==> config.mk <==
export PLATFORM = sky130hd
export DESIGN_NAME = resource_semaphore
export DESIGN_NICKNAME = d
export VERILOG_FILES = /design/src/rtl/srs_pkg.sv /design/src/rtl/srs_lock_unit.sv /design/src/rtl/srs_fw_arbiter.sv /design/src/rtl/srs_own_table.sv /design/src/rtl/resource_semaphore.sv
export SDC_FILE = /design/constraint.sdc
export NUM_CORES = 1
export LEC_CHECK = 0
export ABC_AREA = 1
export BUFFER_PORTS_ARGS = -buffer_cell sky130_fd_sc_hd__buf_2
export CORE_UTILIZATION = 40
export CTS_CLUSTER_SIZE = 16
export DETAILED_ROUTE_END_ITERATION = 16
export PLACE_DENSITY_LB_ADDON = 0.3
export RECOVER_POWER = 25
export SLEW_MARGIN = 20
export SYNTH_ARGS = -nofsm -noshare
export SYNTH_HDL_FRONTEND = slang
export SYNTH_SLANG_ARGS = --single-unit
==> constraint.sdc <==
create_clock -name clk -period 3.7 [get_ports clk]
set_clock_uncertainty 0.15 [all_clocks]
set_input_delay 0.185 -clock clk [delete_from_list [all_inputs] [get_ports clk]]
set_output_delay 0.185 -clock clk [all_outputs]
set_load 0.01 [all_outputs]
==> src/rtl/srs_pkg.sv <==
package srs_pkg;
  typedef enum logic {
    FW_CLAIM   = 1'b0,
    FW_RELEASE = 1'b1
  } fw_op_e;

  typedef enum logic {
    ADDR_LOCK = 1'b0,
    ADDR_OWN  = 1'b1
  } reg_addr_e;
endpackage

==> src/rtl/srs_lock_unit.sv <==
module srs_lock_unit #(
  parameter int DATA_W    = 32,
  parameter int REGLK_POS = 31
) (
  input  logic              clk,
  input  logic              rst_n,
  input  logic              rd_lock,
  input  logic              rd_own,
  input  logic              wr_lock,
  input  logic              wr_own,
  input  logic [DATA_W-1:0] wdata,
  output logic              id_q,
  output logic              rl_q,
  output logic              rl_take,
  output logic              own_wr_ok
);
  logic id_d;
  logic rl_d;

  // register lock is only reachable from inside the inter-driver lock
  assign rl_take   = rd_own && id_q && !rl_q;
  assign own_wr_ok = wr_own && id_q && rl_q;

  always_comb begin
    id_d = id_q;
    if (rd_lock && !id_q)
      id_d = 1'b1;
    else if (wr_lock && !wdata[0])
      id_d = 1'b0;
  end

  always_comb begin
    rl_d = rl_q;
    if (rl_take)
      rl_d = 1'b1;
    else if (own_wr_ok && !wdata[REGLK_POS])
      rl_d = 1'b0;
  end

  always_ff @(posedge clk or negedge rst_n) begin
    if (!rst_n) begin
      id_q <= 1'b0;
      rl_q <= 1'b0;
    end else begin
      id_q <= id_d;
      rl_q <= rl_d;
    end
  end
endmodule

==> src/rtl/srs_fw_arbiter.sv <==
module srs_fw_arbiter #(
  parameter int NUM_RES = 5,
  parameter int NVM_IDX = 3
) (
  input  logic               fw_valid,
  input  logic               fw_op,
  input  logic [NUM_RES-1:0] fw_mask,
  input  logic [NUM_RES-1:0] sw_own,
  input  logic [NUM_RES-1:0] fw_own,
  input  logic               flash_busy,
  input  logic               rl_held,
  input  logic               rl_take,
  output logic               grant,
  output logic [NUM_RES-1:0] fw_set,
  output logic [NUM_RES-1:0] fw_clr
);
  import srs_pkg::*;

  logic [NUM_RES-1:0] hit;
  logic               is_claim;
  logic               blocked;

  // per-resource collision: either agent already owns it, or NVM meets a busy flash engine
  for (genvar g = 0; g < NUM_RES; g++) begin : g_hit
    if (g == NVM_IDX) begin : g_nvm
      assign hit[g] = fw_mask[g] && (sw_own[g] || fw_own[g] || flash_busy);
    end else begin : g_plain
      assign hit[g] = fw_mask[g] && (sw_own[g] || fw_own[g]);
    end
  end

  assign is_claim = (fw_op == FW_CLAIM);
  assign blocked  = (|hit) || rl_held || rl_take;

  always_comb begin
    grant  = 1'b0;
    fw_set = '0;
    fw_clr = '0;
    if (fw_valid) begin
      if (is_claim) begin
        grant = !blocked;
        if (!blocked)
          fw_set = fw_mask;
      end else begin
        grant  = 1'b1;
        fw_clr = fw_mask;
      end
    end
  end
endmodule

==> src/rtl/srs_own_table.sv <==
module srs_own_table #(
  parameter int NUM_RES = 5
) (
  input  logic               clk,
  input  logic               rst_n,
  input  logic               sw_wr,
  input  logic [NUM_RES-1:0] sw_wval,
  input  logic [NUM_RES-1:0] fw_set,
  input  logic [NUM_RES-1:0] fw_clr,
  output logic [NUM_RES-1:0] sw_q,
  output logic [NUM_RES-1:0] fw_q
);
  for (genvar g = 0; g < NUM_RES; g++) begin : g_res
    always_ff @(posedge clk or negedge rst_n) begin
      if (!rst_n) begin
        sw_q[g] <= 1'b0;
        fw_q[g] <= 1'b0;
      end else begin
        if (sw_wr)
          sw_q[g] <= sw_wval[g];
        if (fw_set[g])
          fw_q[g] <= 1'b1;
        else if (fw_clr[g])
          fw_q[g] <= 1'b0;
      end
    end
  end
endmodule

==> src/rtl/resource_semaphore.sv <==
module resource_semaphore #(
  parameter int NUM_RES   = 5,
  parameter int FW_SHIFT  = 5,
  parameter int NVM_IDX   = 3,
  parameter int DATA_W    = 32,
  parameter int REGLK_POS = 31,
  parameter int BUSY_POS  = 10
) (
  input  logic               clk,
  input  logic               rst_n,
  input  logic               sw_rd_en,
  input  logic               sw_wr_en,
  input  logic               sw_addr,
  input  logic [DATA_W-1:0]  sw_wdata,
  output logic [DATA_W-1:0]  sw_rdata,
  input  logic               fw_valid,
  input  logic               fw_op,
  input  logic [NUM_RES-1:0] fw_mask,
  output logic               fw_done,
  output logic               fw_granted,
  input  logic               flash_busy
);
  import srs_pkg::*;

  localparam int FW_TOP = FW_SHIFT + NUM_RES - 1;

  logic               rd_lock, rd_own, wr_lock, wr_own;
  logic               id_q, rl_q, rl_take, own_wr_ok;
  logic [NUM_RES-1:0] sw_q, fw_q, fw_set, fw_clr;
  logic               grant;

  assign rd_lock = sw_rd_en && (sw_addr == ADDR_LOCK);
  assign rd_own  = sw_rd_en && (sw_addr == ADDR_OWN);
  assign wr_lock = sw_wr_en && (sw_addr == ADDR_LOCK);
  assign wr_own  = sw_wr_en && (sw_addr == ADDR_OWN);

  srs_lock_unit #(.DATA_W(DATA_W), .REGLK_POS(REGLK_POS)) u_lock (
    .clk(clk), .rst_n(rst_n),
    .rd_lock(rd_lock), .rd_own(rd_own), .wr_lock(wr_lock), .wr_own(wr_own),
    .wdata(sw_wdata),
    .id_q(id_q), .rl_q(rl_q), .rl_take(rl_take), .own_wr_ok(own_wr_ok)
  );

  srs_fw_arbiter #(.NUM_RES(NUM_RES), .NVM_IDX(NVM_IDX)) u_arb (
    .fw_valid(fw_valid), .fw_op(fw_op), .fw_mask(fw_mask),
    .sw_own(sw_q), .fw_own(fw_q), .flash_busy(flash_busy),
    .rl_held(rl_q), .rl_take(rl_take),
    .grant(grant), .fw_set(fw_set), .fw_clr(fw_clr)
  );

  srs_own_table #(.NUM_RES(NUM_RES)) u_tab (
    .clk(clk), .rst_n(rst_n),
    .sw_wr(own_wr_ok), .sw_wval(sw_wdata[NUM_RES-1:0]),
    .fw_set(fw_set), .fw_clr(fw_clr),
    .sw_q(sw_q), .fw_q(fw_q)
  );

  always_comb begin
    sw_rdata = '0;
    if (sw_addr == ADDR_LOCK) begin
      sw_rdata[0] = id_q;
    end else begin
      sw_rdata[NUM_RES-1:0]     = sw_q;
      sw_rdata[FW_TOP:FW_SHIFT] = fw_q;
      sw_rdata[BUSY_POS]        = flash_busy;
      sw_rdata[REGLK_POS]       = rl_q;
    end
  end

  always_ff @(posedge clk or negedge rst_n) begin
    if (!rst_n) begin
      fw_done    <= 1'b0;
      fw_granted <= 1'b0;
    end else begin
      fw_done    <= fw_valid;
      fw_granted <= grant;
    end
  end
endmodule

# [Word-level counts from Yosys, hierarchy flattened]
# Index checks and enable logic that the tools add are counted.
[totals] register_bits=14 inputBits=45
[op_classes] muxes=24 n_bitwise=1 reduce_logical=37
[ops] op="2-to-1 mux 5 bit" n=5
[ops] op="2-to-1 mux 1 bit" n=18
[ops] op="logical AND 1 bit" n=16
[ops] op="nonzero test 2 bit" n=7
[ops] op="2-to-1 mux 10 bit" n=1
[ops] op="logical OR 1 bit" n=8
[ops] op="logical NOT 1 bit" n=5
[ops] op="OR reduction 5 bit" n=1
[ops] op="inverter 1 bit" n=1

# [Logic depth before layout (Yosys ltp)]
# Gate-level depths: netlist of run 1.
[logic_depth] ltp_word=10 ltp_mapped=7

# [By module]
# A second synthesis of run 1 with hierarchy kept.
[hier_totals] hier_cells=159 hier_area_um2=1023.5
[modules_own_cells] module="srs_own_table" n_inst=1 cells_per_inst=46 area_per_inst_um2=385.4
[modules_own_cells] module="resource_semaphore" n_inst=1 cells_per_inst=59 area_per_inst_um2=375.4
[modules_own_cells] module="srs_fw_arbiter" n_inst=1 cells_per_inst=39 area_per_inst_um2=161.4
[modules_own_cells] module="srs_lock_unit" n_inst=1 cells_per_inst=15 area_per_inst_um2=101.3

# [Worst setup path before layout of run 1]
# No wires, ideal clock.
[synth_path] kind="register -> register" start="register u_tab.sw_q[4]" end="register u_tab.fw_q[2]" setup_ns=0.076 t_arrival_ns=0.938 required_ns=3.474 slack_ns=2.536 stages_incl_launch_ff=8 path_buffers=0 period_less_slack_ns=1.164 cell_sequence="dfrtp_1 -> nor2_1 -> nor2_1 -> nor2_1 -> nand2_1 -> nor2_4 -> nand4_1 -> o21ai_1"
[synth_via] elab_chain_cells=9
[synth_rtl] item="from (decl)" line="srs_own_table.sv:10" rtl="output logic [NUM_RES-1:0] sw_q,"
[synth_rtl] item="from (signal, indexed assignment)" line="srs_own_table.sv:20" rtl="sw_q[g] <= sw_wval[g];"
[synth_rtl] item="logical OR 1 bit *" line="srs_fw_arbiter.sv:28" rtl="assign hit[g] = fw_mask[g] && (sw_own[g] || fw_own[g]);"
[synth_rtl] item="logical AND 1 bit *" line="srs_fw_arbiter.sv:28"
[synth_rtl] item="OR reduction 5 bit *" line="srs_fw_arbiter.sv:33" rtl="assign blocked = (|hit) || rl_held || rl_take;"
[synth_rtl] item="logical OR 1 bit * (2 in a row)" line="srs_fw_arbiter.sv:33"
[synth_rtl] item="2-to-1 mux 5 bit *" line="srs_fw_arbiter.sv:42" rtl="if (!blocked)"
[synth_rtl] item="2-to-1 mux 5 bit *" line="srs_fw_arbiter.sv:40" rtl="if (is_claim) begin"
[synth_rtl] item="2-to-1 mux 5 bit *" line="srs_fw_arbiter.sv:39" rtl="if (fw_valid) begin"
[synth_rtl] item="2-to-1 mux 1 bit / nonzero test 2 bit (equally long branches)"
[synth_rtl] item="to (signal, indexed assignment)" line="srs_own_table.sv:17" rtl="fw_q[g] <= 1'b0;"
[synth_rtl] item="to (signal, indexed assignment)" line="srs_own_table.sv:22" rtl="fw_q[g] <= 1'b1;"
[synth_rtl] item="to (signal, indexed assignment)" line="srs_own_table.sv:24" rtl="fw_q[g] <= 1'b0;"
[synth_rtl] item="to (decl)" line="srs_own_table.sv:11" rtl="output logic [NUM_RES-1:0] fw_q"
# Every way passes the cells marked *; elsewhere a longest branch is shown, timed or not.
# A chain may end at the register's enable or synchronous reset.

# [Final worst setup path of run 1]
[layout_path] start="register u_lock.id_q" end="output port sw_rdata[0]"
[layout_via] elab_chain_cells=1
[layout_rtl] item="from (decl)" line="srs_lock_unit.sv:12" rtl="output logic id_q,"
[layout_rtl] item="from (signal assigned)" line="srs_lock_unit.sv:45" rtl="id_q <= id_d;"
[layout_rtl] item="2-to-1 mux 1 bit" line="resource_semaphore.sv:60" rtl="if (sw_addr == ADDR_LOCK) begin"
[layout_rtl] item="to (decl)" line="resource_semaphore.sv:15" rtl="output logic [DATA_W-1:0] sw_rdata,"
# No other way between the ends.

==> reports/results.tsv, run 1 <==
metric	value	unit
H-tree depth	1	
DRT antenna net count	0	
row cnt	17	
DP HPWL	1.41	mm
grt total ovfl	0	
largest net degree at the start of global routing	17	
Hold Path Class	in -> reg	
dominant cell type by area after synthesis	dfrtp_1	
Worst path slowest cell	dfrtp_1	
vias per inst	4.07	
R2R setup slack	2.39	ns
Final Max Slew Viols	0	
Fmax achieved	751	MHz
hold buffers post-CTS	8	
clk slew on worst S/H paths	0.09	ns
nets	222	
via count	831	
crit-path cells	inv_1, o21ai_0, buf_2	
Mapped Area	930	µm²
sequential area share after synthesis	0.377	
die extent in y	50.2	µm
Finished Core Util	0.528	
max-cap violation count	0	
post-CTS setup buffers	0	
min cycle time layout	1.33	ns
drt first-iter violations	9	
post_cts resized	0	
fill cell total of the finished layout	216	
Syn Inst Count	134	
Synth cell types	17	
Layout area overhead	24.4	%
CP peak stage delay	0.38	ns
fraction of layout cells with a size suffix above 1	0.227	
Post-synth EDFFs	0	
status	finished, final reports clean	
Final Wtd Congestion	0.761	
dpl cells	192	
dominant cells by area after synthesis	dfrtp_1 (38%), buf_4 (16%), nand2_1 (12%), inv_1 (11%), nor2_1 (6.1%)	
first-pass GRT wire length	3.13	mm
register bit count reported by yosys	14	
hold path startpoint	fw_mask[4]	
Avg Inst Size Synth	6.94	µm²
IO Pins	79	
Slew HR	0.489	
Inserted Diodes	0	
R2R depth	7	
DR DRC count	0	
drt first pass iters	4	
Ys Warns	0	
CP required	3.37	ns
total power	483	µW
WL final	1.86	mm
Most Crowded Layer GR	met2	
R2R Path Start	u_tab.sw_q[2]	
maximum vdd drop	238	µV
clk sinks	14	
leading register cell type out of synthesis	dfrtp_1	
GR Util met1	0.206	
kind of critical path	reg -> out	
Cell Pwr Density	418	nW/µm²
total track usage	0.167	
nature of the critical path startpoint	flip-flop	
Post-synth top cells	nand2_1 (30), inv_1 (28), buf_4 (20)	
Hold Fails Final Rpt	0	
Die W	50.2	µm
initial antenna violation count	0	
Starting Density	0.424	
Total Die Area	2520	µm²
Setup-failing EPs final	0	
most frequent cell after synthesis	nand2_1	
Final period util	0.360	
FF-to-FF End	u_tab.fw_q[2]	
Async SR Flop Fraction	1.00	
Buffers on Ports	32	
via count of the first global-routing pass	745	
CTS tree	done	
Pleak	0.000723	µW
routed len/inst	9.11	µm
TNS Setup	0	ns
Clock Latency Late Sink	0.28	ns
hold worst-path end	u_tab.fw_q[4]	
met3 Resource Use GR	0.0333	
top cell type's share of synthesized area	0.377	
Num CTS Buffers	3	
Worst Max-Slew Pin Slew	0.767	ns
Clock Path Buffers	2	
core footprint	2190	µm²
Worst Path Max Fanout	3	
root buffer cell	clkbuf_4	
met2 Use GR	0.273	
Critical Path AT	1.00	ns
RSZ-0062 raised after global routing	false	
fin cells	204	
Hold Path Depth	3	
crit path capture type	output port	
==> power by group <==
group	switching, µW	internal (µW)	total, µW
Clock	52.9	59.9	113
Combinational	95.0	62.5	157
Sequential	26.3	187	213
Total	174	309	483
==> worst max-delay path, delay by kind of cell, from the launching register on <==
kind / cells / cell delay, ns
flops: 1 / 0.38
compound gates: 1 / 0.13
buf+inv: 2 / 0.20
==> cells in the final DEF (no fill, tap or decap), drive strengths merged, types with 5 or more instances in the layout <==
cell type / count
buf: 31
nand2: 31
inv: 29
conb: 20
nor2: 17
dfrtp: 14
o21ai: 9
dlygate4sd3: 8
nand3: 6
clkbuf: 5
==> routing by layer <==
metal,vias to the layer above,routed length (µm)
met5,-,0
met2,25,880
li1,439,-
met4,0,30
met1,363,848
met3,4,100
==> worst max path at each step <==
stage / startpoint / endpoint / slack, ns / depth (start not counted)
final: u_lock.id_q / sw_rdata[0] / 2.37 / 3
after global placement: u_tab.sw_q[4] / u_tab.fw_q[2] / 2.41 / 7
after CTS: u_lock.id_q / sw_rdata[0] / 2.35 / 3
after floorplan: u_tab.sw_q[4] / u_tab.fw_q[2] / 2.54 / 7
after detailed placement: u_tab.sw_q[2] / u_tab.fw_q[2] / 2.39 / 7
after global routing: u_tab.sw_q[2] / u_tab.fw_q[2] / 2.27 / 7
==> registers in the layout, summed over array words and instances (netlist names) <==
signal / flops
fw_done: 1
u_lock.rl_q: 1
u_tab.fw_q: 5
u_lock.id_q: 1
u_tab.sw_q: 5
fw_granted: 1
==> cell families (layout without fill, tap and decap cells) <==
| logic type | Yosys count | in the layout | share of synthesized area |
|---|---|---|---|
| AO/OA/AOI/OAI | 10 | 10 | 0.0565 |
| buffers and inverters | 50 | 73 | 0.284 |
| flip-flops | 14 | 14 | 0.377 |
| other | 1 | 20 | 0.00403 |
| AND/OR/NAND/NOR | 59 | 59 | 0.279 |
==> stage by stage <==
stage               setup slack (ns)  instance area [µm²]  hold WS [ns]
finish                          2.37                 1160        0.0130
global route                    2.27                 1160        0.0213
CTS                             2.35                 1160        0.0116
detailed placement              2.39                 1040       -0.0515
global placement                2.41                 1040       -0.0516
floorplan                       2.54                 1000        -0.261
==> layout make-up <==
| class | instances | area, µm² | share of cell area |
|---|---|---|---|
| clock buffer | 4 | 36.3 | 0.0314 |
| inverter | 29 | 109 | 0.0942 |
| multi-input combinational | 89 | 387 | 0.334 |
| sequential | 14 | 350 | 0.303 |
| tap | 28 | 35.0 | 0.0303 |
| timing repair buffer | 40 | 239 | 0.207 |
No activity file was read; power rests on OpenSTA's default activity.
==> run 2, diff against run 1 <==
--- a/config.mk
+++ b/config.mk
@@ -7,7 +7,7 @@
 export LEC_CHECK = 0
 export ABC_AREA = 1
 export BUFFER_PORTS_ARGS = -buffer_cell sky130_fd_sc_hd__buf_2
-export CORE_UTILIZATION = 40
+export CORE_UTILIZATION = 38
 export CTS_CLUSTER_SIZE = 16
 export DETAILED_ROUTE_END_ITERATION = 16
 export PLACE_DENSITY_LB_ADDON = 0.3
==> constraint.sdc (replaced) <==
create_clock -name clk -period 1.3 [get_ports clk]
set_clock_uncertainty 0.15 [all_clocks]
set_input_delay 0.065 -clock clk [delete_from_list [all_inputs] [get_ports clk]]
set_output_delay 0.065 -clock clk [all_outputs]
set_load 0.01 [all_outputs]
==> reports/results.tsv, run 2 (synthesis results as in run 1) <==
metric	value	unit	change
most frequent cells in the layout	buf_2 (31), nand2_1 (28), inv_1 (28)		was buf_2 (31), nand2_1 (30), inv_1 (28)
switching power	528	µW	was 174 µW
nets	239		was 222
die extent in y	51.5	µm	was 50.2 µm
clock power share	0.215		was 0.233
Hold Path Class	in -> reg		unchanged
initial antenna violation count	0		unchanged
Die W	51.5	µm	was 50.2 µm
Starting Density	0.412		was 0.424
Multi-input gate area	392	µm²	was 387 µm²
grt total ovfl	0		unchanged
Inserted Diodes	0		unchanged
Slew HR	0.478		was 0.489
clk sinks	14		unchanged
core footprint	2250	µm²	was 2190 µm²
setup ws final	-0.00705	ns	was 2.37 ns
via count of the first global-routing pass	839		was 745
routed len/inst	9.32	µm	was 9.11 µm
kind of critical path	reg -> reg		was reg -> out
CP required	1.37	ns	was 3.37 ns
largest net degree at the start of global routing	15		was 17
Clock Latency Late Sink	0.28	ns	about the same
Setup-failing EPs final	2		was 0
crit path capture type	flip-flop		was output port
Final Max Slew Viols	0		unchanged
Worst Path Max Fanout	6		was 3
first-pass GRT wire length	3.42	mm	was 3.13 mm
top routing layer in use	met4		unchanged
Final Wtd Congestion	0.770		was 0.761
maximum vdd drop	672	µV	was 238 µV
root buffer cell	clkbuf_4		unchanged
fin cells	221		was 204
fill cell total of the finished layout	223		was 216
DRT antenna net count	0		unchanged
FF+latch area	350	µm²	unchanged
Fin Hold WS	-0.0159	ns	was 0.0130 ns
WL final	2.06	mm	was 1.86 mm
status	complete, but fails checks		was finished, final reports clean
failing checks	negative hold slack, negative setup slack		
Total Die Area	2650	µm²	was 2520 µm²
max-cap violation count	0		unchanged
Layout area overhead	40.9	%	was 24.4%
Num CTS Buffers	3		unchanged
fraction of layout cells with a size suffix above 1	0.269		was 0.227
H-tree depth	1		unchanged
RSZ-0062 raised after global routing	true		was false
met3 wire length	118	µm	was 100 µm
clk slew on worst S/H paths	0.09	ns	about the same
Final period util	1.01		
Comb pwr share	0.392		was 0.326
Fmax achieved	765	MHz	
DR DRC count	0		unchanged
min cycle time layout	1.31	ns	
drt first-iter violations	13		was 9
sequential power share	0.393		was 0.441
most common cell after layout, fill and taps aside	buf_2		unchanged
met1 WL	889	µm	was 848 µm
row cnt	17		unchanged
Finished Core Util	0.581		was 0.528
routed wl met2	1.04	mm	was 880 µm
Clock Path Buffers	2		unchanged
Pleak	0.000806	µW	was 0.000723 µW
DP HPWL	1.54	mm	was 1.41 mm
largest registers	u_tab.fw_q: 5 flops, u_tab.sw_q: 5 flops		unchanged
Hold Fails Final Rpt	2		was 0
via count	917		was 831
CTS tree	done		unchanged
total track usage	0.177		was 0.167
Buffers on Ports	32		unchanged
Worst Max-Slew Pin Slew	0.784	ns	was 0.767 ns
drt first pass iters	4		unchanged
IO Pins	79		unchanged
nature of the critical path startpoint	flip-flop		unchanged
Cell Pwr Density	1150	nW/µm²	was 418 nW/µm²
dpl cells	199		was 192
Int Power	983	µW	was 309 µW
Net Sw Frac	0.350		was 0.360
vias per inst	4.15		was 4.07
Critical Path AT	1.37	ns	was 1.00 ns
[run 2: cell count changes in the layout (fill, tap and decap cells not counted), sizes merged]
cell | before | now
buf | 31 | 41
dlygate4sd3 | 8 | 15
[run 2: repair_timing]
action                     in CTS  in global routing
hold buffers                   13                  2
setup endpoints to repair       3                  8
hold endpoints to repair       28                  2
buffers inserted                2                  1
gates resized for setup         0                  3
pin swaps                       1                  0
[run 2: critical path: stages, from the launching register on]
cell and delay, ns:
dfrtp_1 0.43, nor2_1 0.12, nor2_1 0.05, nor2_1 0.08, nand2_1 0.09, nor2_4 0.15, nand4_1 0.10, o21ai_1 0.09
[run 2: cell type report]
class / count / area share
sequential: 14 / 0.267
tap: 28 / 0.0267
timing repair buffer: 57 / 0.296
multi-input combinational: 89 / 0.299
inverter: 29 / 0.0831
clock buffer: 4 / 0.0277
[run 2: metal layers]
layer	vias to the layer above	track usage
li1	475	-
met1	404	0.196
met2	36	0.333
met3	2	0.0268
met4	0	0.0676
met5	-	0
[run 2: worst paths after layout]
path	slack [ns]	depth (start not counted)	end	start
max	-0.007	7	u_tab.fw_q[2]	u_tab.sw_q[2]
max in group asynchronous	0.30	2	u_tab.sw_q[0]	rst_n
min in group asynchronous	0.21	2	u_tab.fw_q[3]	rst_n
min	-0.02	4	u_tab.fw_q[1]	fw_mask[1]
min reg2reg	0.40	2	u_tab.fw_q[2]	u_tab.fw_q[2]
max reg2reg	-0.007	7	u_tab.fw_q[2]	u_tab.sw_q[2]
[run 2: power by group through the flow]
stage               clock [µW]  combinational (µW)  sequential [µW]
floorplan                    0                 344              595
global placement             0                 484              601
detailed placement           0                 494              605
CTS                        329                 564              590
global route               366                 672              605
finish                     325                 592              594
[run 2: metrics by stage]
| step | setup slack (ns) | TNS, ns | instance area (µm²) | total power, µW |
|---|---|---|---|---|
| finish | -0.00705 | -0.0103 | 1310 | 1510 |
| CTS | -0.00355 | -0.00355 | 1270 | 1480 |
| global route | -0.111 | -0.558 | 1310 | 1640 |
| detailed placement | 0.00633 | 0 | 1090 | 1100 |
| global placement | 0.0235 | 0 | 1090 | 1080 |
| floorplan | 0.136 | 0 | 1000 | 939 |
